===== config.mk =====
export PLATFORM = sky130hd
export DESIGN_NAME = src_gateway_array
export DESIGN_NICKNAME = d
export VERILOG_FILES = /design/src/rtl/gw_pkg.sv /design/src/rtl/gw_cfg_regs.sv /design/src/rtl/gw_sw_decode.sv /design/src/rtl/gw_src_cell.sv /design/src/rtl/src_gateway_array.sv
export SDC_FILE = /design/constraint.sdc
export NUM_CORES = 1
export LEC_CHECK = 0
export BUFFER_PORTS_ARGS = -buffer_cell sky130_fd_sc_hd__buf_2
export CAP_MARGIN = 10
export CORE_UTILIZATION = 51
export CTS_CLUSTER_SIZE = 28
export DETAILED_ROUTE_END_ITERATION = 6
export GPL_ROUTABILITY_DRIVEN = 1
export HOLD_SLACK_MARGIN = 0.15
export PLACE_DENSITY = 0.86
export SYNTH_ARGS = -nofsm -noshare
export SYNTH_HDL_FRONTEND = slang
export SYNTH_SLANG_ARGS = --single-unit
export TNS_END_PERCENT = 10

===== constraint.sdc =====
create_clock -name clk_i -period 2.2 [get_ports clk_i]
set_input_delay 0.33 -clock clk_i [delete_from_list [all_inputs] [get_ports clk_i]]
set_output_delay 0.33 -clock clk_i [all_outputs]
set_load 0.05 [all_outputs]

===== src/rtl/gw_pkg.sv =====
package gw_pkg;
  localparam int MODE_W    = 3;
  localparam int CFG_W     = 32;
  localparam int DELEG_BIT = 10;

  localparam logic [MODE_W-1:0] MODE_OFF    = 3'd0;
  localparam logic [MODE_W-1:0] MODE_DETACH = 3'd1;
  localparam logic [MODE_W-1:0] MODE_RISE   = 3'd4;
  localparam logic [MODE_W-1:0] MODE_FALL   = 3'd5;
  localparam logic [MODE_W-1:0] MODE_HIGH   = 3'd6;
  localparam logic [MODE_W-1:0] MODE_LOW    = 3'd7;

  typedef enum logic [2:0] {
    OP_NONE   = 3'd0,
    OP_SET_IP = 3'd1,
    OP_CLR_IP = 3'd2,
    OP_SET_IE = 3'd3,
    OP_CLR_IE = 3'd4
  } sw_op_e;

  function automatic logic mode_is_level(logic [MODE_W-1:0] m);
    return (m == MODE_HIGH) || (m == MODE_LOW);
  endfunction

  function automatic logic mode_is_edge(logic [MODE_W-1:0] m);
    return (m == MODE_RISE) || (m == MODE_FALL);
  endfunction

  function automatic logic mode_inverts(logic [MODE_W-1:0] m);
    return (m == MODE_FALL) || (m == MODE_LOW);
  endfunction
endpackage


===== src/rtl/gw_cfg_regs.sv =====
module gw_cfg_regs
  import gw_pkg::*;
#(
  parameter int N_SRC = 12,
  parameter int IDX_W = 4
) (
  input  logic                    clk_i,
  input  logic                    rst_ni,
  input  logic                    we_i,
  input  logic [IDX_W-1:0]        widx_i,
  input  logic [CFG_W-1:0]        wdata_i,
  input  logic [IDX_W-1:0]        ridx_i,
  output logic [CFG_W-1:0]        rdata_o,
  output logic [N_SRC*MODE_W-1:0] mode_flat_o
);
  logic [MODE_W-1:0] wmode;

  assign wmode = wdata_i[DELEG_BIT] ? MODE_OFF : wdata_i[MODE_W-1:0];
  assign mode_flat_o[MODE_W-1:0] = MODE_OFF;

  for (genvar i = 1; i < N_SRC; i++) begin : g_cfg
    logic [MODE_W-1:0] mode_q;
    always_ff @(posedge clk_i or negedge rst_ni) begin
      if (!rst_ni)                               mode_q <= MODE_OFF;
      else if (we_i && widx_i == IDX_W'(i))      mode_q <= wmode;
    end
    assign mode_flat_o[i*MODE_W +: MODE_W] = mode_q;
  end

  always_comb begin
    rdata_o = '0;
    for (int k = 1; k < N_SRC; k++) begin
      if (ridx_i == IDX_W'(k)) rdata_o[MODE_W-1:0] = mode_flat_o[k*MODE_W +: MODE_W];
    end
  end
endmodule


===== src/rtl/gw_sw_decode.sv =====
module gw_sw_decode
  import gw_pkg::*;
#(
  parameter int N_SRC = 12,
  parameter int IDX_W = 4
) (
  input  logic [2:0]       op_i,
  input  logic [IDX_W-1:0] idx_i,
  output logic [N_SRC-1:0] set_ip_o,
  output logic [N_SRC-1:0] clr_ip_o,
  output logic [N_SRC-1:0] set_ie_o,
  output logic [N_SRC-1:0] clr_ie_o
);
  sw_op_e op;
  assign op = sw_op_e'(op_i);

  assign set_ip_o[0] = 1'b0;
  assign clr_ip_o[0] = 1'b0;
  assign set_ie_o[0] = 1'b0;
  assign clr_ie_o[0] = 1'b0;

  for (genvar i = 1; i < N_SRC; i++) begin : g_dec
    logic hit;
    assign hit         = (idx_i == IDX_W'(i));
    assign set_ip_o[i] = hit && (op == OP_SET_IP);
    assign clr_ip_o[i] = hit && (op == OP_CLR_IP);
    assign set_ie_o[i] = hit && (op == OP_SET_IE);
    assign clr_ie_o[i] = hit && (op == OP_CLR_IE);
  end
endmodule


===== src/rtl/gw_src_cell.sv =====
module gw_src_cell
  import gw_pkg::*;
(
  input  logic              clk_i,
  input  logic              rst_ni,
  input  logic [MODE_W-1:0] mode_i,
  input  logic              raw_i,
  input  logic              set_ip_i,
  input  logic              clr_ip_i,
  input  logic              set_ie_i,
  input  logic              clr_ie_i,
  input  logic              ack_i,
  output logic              pend_o,
  output logic              en_o,
  output logic              samp_o,
  output logic              rect_o
);
  logic pend_q, en_q, samp_q;
  logic lvl, edg, det, inv;
  logic trig, set_ok, clr_ok;

  assign lvl = mode_is_level(mode_i);
  assign edg = mode_is_edge(mode_i);
  assign det = (mode_i == MODE_DETACH);
  assign inv = mode_inverts(mode_i);

  assign rect_o = (lvl || edg) ? (samp_q ^ inv) : 1'b0;

  always_comb begin
    unique case (mode_i)
      MODE_RISE: trig = raw_i & ~samp_q;
      MODE_FALL: trig = ~raw_i & samp_q;
      MODE_HIGH: trig = raw_i;
      MODE_LOW:  trig = ~raw_i;
      default:   trig = 1'b0;
    endcase
  end

  // level set gated by the currently sampled rectified level
  assign set_ok = set_ip_i && (det || edg || (lvl && rect_o));
  assign clr_ok = clr_ip_i && (det || edg);

  always_ff @(posedge clk_i or negedge rst_ni) begin
    if (!rst_ni) begin
      pend_q <= 1'b0;
      en_q   <= 1'b0;
      samp_q <= 1'b0;
    end else begin
      pend_q <= (pend_q & ~(ack_i | clr_ok)) | trig | set_ok;
      en_q   <= (en_q | set_ie_i) & ~clr_ie_i;
      samp_q <= det ? 1'b0 : raw_i;
    end
  end

  assign pend_o = pend_q;
  assign en_o   = en_q;
  assign samp_o = samp_q;
endmodule


===== src/rtl/src_gateway_array.sv =====
module src_gateway_array
  import gw_pkg::*;
#(
  parameter int N_SRC = 12,
  parameter int IDX_W = $clog2(N_SRC)
) (
  input  logic             clk_i,
  input  logic             rst_ni,
  input  logic [N_SRC-1:0] raw_i,
  input  logic             cfg_we_i,
  input  logic [IDX_W-1:0] cfg_widx_i,
  input  logic [31:0]      cfg_wdata_i,
  input  logic [IDX_W-1:0] cfg_ridx_i,
  output logic [31:0]      cfg_rdata_o,
  input  logic [2:0]       sw_op_i,
  input  logic [IDX_W-1:0] sw_idx_i,
  input  logic [N_SRC-1:0] ack_i,
  output logic [N_SRC-1:0] pending_o,
  output logic [N_SRC-1:0] enabled_o,
  output logic [N_SRC-1:0] rect_o
);
  logic [N_SRC*MODE_W-1:0] mode_flat;
  logic [N_SRC-1:0] set_ip, clr_ip, set_ie, clr_ie;
  logic [N_SRC-1:0] samp_vec;

  gw_cfg_regs #(.N_SRC(N_SRC), .IDX_W(IDX_W)) u_cfg (
    .clk_i       (clk_i),
    .rst_ni      (rst_ni),
    .we_i        (cfg_we_i),
    .widx_i      (cfg_widx_i),
    .wdata_i     (cfg_wdata_i),
    .ridx_i      (cfg_ridx_i),
    .rdata_o     (cfg_rdata_o),
    .mode_flat_o (mode_flat)
  );

  gw_sw_decode #(.N_SRC(N_SRC), .IDX_W(IDX_W)) u_dec (
    .op_i     (sw_op_i),
    .idx_i    (sw_idx_i),
    .set_ip_o (set_ip),
    .clr_ip_o (clr_ip),
    .set_ie_o (set_ie),
    .clr_ie_o (clr_ie)
  );

  assign pending_o[0] = 1'b0;
  assign enabled_o[0] = 1'b0;
  assign rect_o[0]    = 1'b0;
  assign samp_vec[0]  = 1'b0;

  for (genvar i = 1; i < N_SRC; i++) begin : g_src
    gw_src_cell u_cell (
      .clk_i    (clk_i),
      .rst_ni   (rst_ni),
      .mode_i   (mode_flat[i*MODE_W +: MODE_W]),
      .raw_i    (raw_i[i]),
      .set_ip_i (set_ip[i]),
      .clr_ip_i (clr_ip[i]),
      .set_ie_i (set_ie[i]),
      .clr_ie_i (clr_ie[i]),
      .ack_i    (ack_i[i]),
      .pend_o   (pending_o[i]),
      .en_o     (enabled_o[i]),
      .samp_o   (samp_vec[i]),
      .rect_o   (rect_o[i])
    );
  end
endmodule


======== Yosys cells after proc, flatten, opt, wreduce, memory -nomap -nowiden ========
Index checks and enable logic that the tools add are counted.
word-level totals
  register bits after elaboration ......... 66
  input port bits ......................... 74
  output and inout port bits .............. 68
operators by class
  equality and inequality tests ........... 92
  multiplexer cells ....................... 45
  bitwise gates (word level) .............. 143
  reductions and logical operators ........ 154
operator list
  cell                                                 number
  equality test 3 bit, second input constant           45
  logical AND 1 bit                                    88
  logical OR 1 bit                                     66
  equality test 4 x 3 -> 1 bit, second input constant  12
  equality test 4 bit, second input constant           12
  bitwise AND 1 bit                                    44
  NOT 1 bit                                            44
  bitwise OR 1 bit                                     44
  case mux 1 bit (4 select lines)                      11
  equality test 3 x 1 -> 1 bit, second input constant  12
  two-way mux 3 bit                                    12
  equality test 4 x 2 -> 1 bit, second input constant  6
  two-way mux 1 bit                                    22
  equality test 4 x 1 -> 1 bit, second input constant  3
  bitwise XOR 1 bit                                    11
  equality test 3 x 2 -> 1 bit, second input constant  2

======== Depth between registers and ports, before layout ========
  depth in word-level cells ............... 12
  depth in mapped cells ................... 6
  gate-level depth less buffers ........... 4

======== By module ========
From an unflattened synthesis, not the netlist that was laid out.
unflattened totals
  cells, all modules ...................... 483
  area total of the unflattened synthesis .. 4,405.5 sq um
by module, submodules not included
  module             instances  cells each  area an instance (sq um)  seq. area each (sq um)
  gw_src_cell        11         22          182.7                     75.1
  gw_cfg_regs        1          165         1,954.4                   825.8
  gw_sw_decode       1          72          415.4                     0.0
  src_gateway_array  1          4           26.3                      0.0

======== Worst setup path before layout ========
No wires, ideal clock.
  path kind ............................... input -> output
  start ................................... in cfg_ridx_i[0]
  end ..................................... out cfg_rdata_o[0]
  arrival ................................. 2.079 ns
  required time ........................... 1.870 ns
  slack ................................... -0.209 ns
  cell stages on the path ................. 6
  cell sequence ........................... buf_6 -> buf_2 -> nand2_1 -> o21ai_0 -> a221oi_1 -> o31ai_1
on the way
  cells in the longest elaborated chain, start to end .. 12
  elaborated cells between the ends (all ways) .. 22
  classes of those cells .................. eq/ne: 11; mux: 11
RTL lines
  element                           RTL line                 RTL
  from (decl)                       src_gateway_array.sv:13  input logic [IDX_W-1:0] cfg_ridx_i,
  equality test 4 x 1 -> 1 bit      gw_cfg_regs.sv:33        if (ridx_i == IDX_W'(k)) rdata_o[MODE_W-1:0] = mode_flat_o[k*MODE_W +: MODE_W];
  two-way mux 3 bit (10 in series)  gw_cfg_regs.sv:33
  two-way mux 3 bit (*)             gw_cfg_regs.sv:33
  to (decl)                         src_gateway_array.sv:14  output logic [31:0] cfg_rdata_o,
Every way passes the cells marked *; elsewhere a longest branch is shown, timed or not.

======== Worst setup path in the final report ========
  start ................................... reg u_cfg.g_cfg[2].mode_q[0]
  end ..................................... out cfg_rdata_o[0]
on the way
  cells in the longest elaborated chain, start to end .. 10
RTL lines
  element                           RTL line           RTL
  from (decl)                       gw_cfg_regs.sv:22  logic [MODE_W-1:0] mode_q;
  from (signal assigned)            gw_cfg_regs.sv:25  else if (we_i && widx_i == IDX_W'(i)) mode_q <= wmode;
  two-way mux 3 bit (10 in series)  gw_cfg_regs.sv:33
No other way between the ends.

==> results.toml <==
[finish]
nNetsFinal = 567
drive_gt1_share_pct = 28.4
area_growth_pct = 9.53
final_core_util_pct = 58.7
diodes = 0
nFillCells = 655

[sta]
fin_ws_ns = 0.0706
hold_viol = 0
worst_pin_slew_ns = 0.604
grt_setup_unrepaired = "true"
period_share_pct = 96.8
min_period_ns = 2.13
report.final.slew_viol_count = 0
clock_skew_ns = 0.0101
setup_viol = 0
maxSlewHeadroom_pct = 59.6
timing.fmax_mhz = 470

[route]
drt_iter0_drc = 231
routed_wl_mm = 9.56
drt-pass1-iter-count = 5
postRouteAntennaNets = 0
vias = 3342
wl_met2_mm = 4.65
wl_per_cell_um = 16.0
topRoutingLayerUsed = "met4"
drc = 0
drt-met1-wl_mm = 3.96
viasPerCell = 5.58
routed-wl-met3_um = 682

[worst_hold_path]
min-delay-start = "raw_i[3]"
hold_path.class = "input port to flop"
min_to = "g_src[3].u_cell.samp_o$_DFF_PN0_"
hold_path_depth = 2

[clock_tree]
clk_pin_slew_worst_paths_ns = 0.07
cts_tree = "done"
clkLatencyLatePin_ns = 0.36
clockBufferDepth = 2
htreeDepth = 3
cts_root_buffer = "clkbuf_8"
numCtsBuffers = 9
cts_sinks = 66

[yosys]
yosys_warnings = 0
synth_area_per_cell_um2 = 9.57
yosysTopAreaCellShare_pct = 39.1
syn_area_um2 = 4230
synth-main-ff-cell = "dfrtp_1"
synth_edf_count = 0
postSynth.asyncResetShare_pct = 100
synth-seq-cells = 66
synthTopCellsByArea = "dfrtp_1, buf_4, mux2_2, xor2_1, o21ai_0"
synth_cells = 442
synth_common_cells = "buf_4, dfrtp_1, o21ai_0, mux2_2, nor2_1"
ys_seq_area_share_pct = 39.1
synthDistinctLibCells = 44
synth_top_area_cell = "dfrtp_1"
yosysMostFrequentCell = "buf_4"

[floorplanning]
die_w_um = 93.1
start_util_pct = 53.6
rows = 32
die_h_um = 93.1
die_area_um2 = 8660
core-area_um2 = 7890
ios = 142

[critical_path]
reg2reg_from = "u_cfg.g_cfg[6].mode_q[0]$_DFFE_PN0P_"
critPathLaunchType = "flop"
timing.rr.end = "g_src[6].u_cell.pend_o$_DFF_PN0_"
crit_arrival_ns = 1.80
crit_fanout = 5
cp_data_required_time_ns = 1.87
critPathKind = "flop to output port"
reg2regPathDepth = 4
slowest_delay_ns = 0.43
path_buf_inv = 2
worstPathCellList = "inv_1, o21ai_0, a221oi_1, o31ai_2, buf_2"
cp-end-kind = "output port"
cp_slowest_cell = "dfrtp_1"
r2r_slack_ns = 0.82
cp_top_family = "compound AO/OA/AOI/OAI gates"

[placement]
routabilityCongestion = 0.963
place_hpwl_mm = 6.93
portBuffers = 79
post-place-ws_ns = 0.166

[global_routing]
grt_max_degree = 67
grt_use_total_pct = 23.2
grt-ovfl-total = 0
antenna_found_initial = 0
grt_pass1_wl_mm = 15.1
first_global_vias = 3112

[pwr]
power_mw = 3.96
power.leakage_nw = 2.14
p_per_area_nw_per_um2 = 855
ir_drop_v = 0.000557

[run]
drv_cap = 0

[run_status]
outcome = "complete, no violations"
[worst reg2reg max path, cell delays in order (launching register included)]
cell      delay (ns)
dfrtp_1         0.47
xor2_1          0.24
and2_1          0.19
a21oi_1         0.07
o311ai_0        0.30
[metrics by stage]
step                      std cells  instance area (um2)  setup TNS (ns)  hold slack (ns)
final                           599                 4630               0            0.207
after global routing            599                 4630        -0.00638            0.197
after CTS                       599                 4610               0            0.196
after detailed placement        580                 4370               0            0.373
after global placement          580                 4370               0            0.368
after floorplan                 473                 4350          -0.147           0.0344
[metal layers]
metal	global-route usage [%]	vias up
li1	-	1569
met1	29.5	1590
met2	36.8	157
met3	7.40	26
met4	9.23	0
met5	0	-
[sequential cells by signal, summed over array words and instances (netlist names)]
register             cells
g_src.u_cell.samp_o     11
g_src.u_cell.en_o       11
g_src.u_cell.pend_o     11
u_cfg.g_cfg.mode_q      33
[kinds of logic after synthesis]
| kind of cell | after synthesis | share of synthesized area, % |
|---|---|---|
| simple gates | 124 | 15.1 |
| compound gates | 98 | 16.2 |
| buf+inv | 98 | 14.9 |
| flops | 66 | 39.1 |
| mux | 32 | 9.82 |
| xor+xnor | 22 | 4.56 |
| fa+ha+maj | 1 | 0.237 |
| other cells | 1 | 0.0887 |
[placed cells by master, fill, tap and decap left out, types with 5 or more instances in the layout]
| cell | synthesis | layout |
|---|---|---|
| a21oi_1 | 7 | 7 |
| o21bai_1 | 5 | 5 |
| dfrtp_1 | 66 | 63 |
| o31a_1 | 12 | 12 |
| a31oi_1 | 9 | 9 |
| buf_2 | 3 | 78 |
| nand2_1 | 24 | 24 |
| and2_1 | 12 | 12 |
| xor2_1 | 22 | 22 |
| o311ai_0 | 14 | 14 |
| nand3_1 | 14 | 14 |
| inv_1 | 18 | 18 |
| nor2b_1 | 21 | 20 |
| clkbuf_8 | 0 | 12 |
| conb_1 | 1 | 32 |
| mux2_2 | 26 | 26 |
| o21ai_0 | 31 | 31 |
| o41ai_1 | 6 | 6 |
| nand2b_1 | 14 | 14 |
| nor2_1 | 26 | 26 |
| buf_4 | 67 | 8 |
[layout make-up]
class | instances | area [um2] | share of cell area [%]
inverters | 18 | 67.6 | 1.46
clock buffers | 13 | 169 | 3.65
clock inverters | 2 | 35.0 | 0.756
flip-flops and latches | 66 | 1660 | 35.7
well taps | 102 | 128 | 2.76
repair buffers | 89 | 492 | 10.6
multi-input cells | 309 | 2090 | 45.0
[worst max-delay path by stage]
stage | from | to | slack, ns | cells after the start
floorplan | cfg_ridx_i[1] | cfg_rdata_o[2] | -0.15 | 4
global placement | cfg_ridx_i[0] | cfg_rdata_o[2] | 0.18 | 6
detailed placement | cfg_ridx_i[0] | cfg_rdata_o[2] | 0.17 | 6
CTS | u_cfg.g_cfg[11].mode_q[1]$_DFFE_PN0P_ | cfg_rdata_o[1] | 0.02 | 5
global route | u_cfg.g_cfg[10].mode_q[1]$_DFFE_PN0P_ | cfg_rdata_o[1] | -0.006 | 5
finish | u_cfg.g_cfg[2].mode_q[0]$_DFFE_PN0P_ | cfg_rdata_o[0] | 0.07 | 5
[power breakdown]
group | internal, mW | switching [mW]
Sequential | 1.40 | 0.214
Combinational | 0.447 | 0.829
Clock | 0.609 | 0.462
[repair_timing]
action,4_1_cts,5_1_grt
hold buffers,1,0
resized for setup,2,6
buffers inserted,3,0
endpoints found under the hold margin,66,0
setup endpoints to repair,1,3
pin swaps,2,1
(Power assumes the default switching activity.)
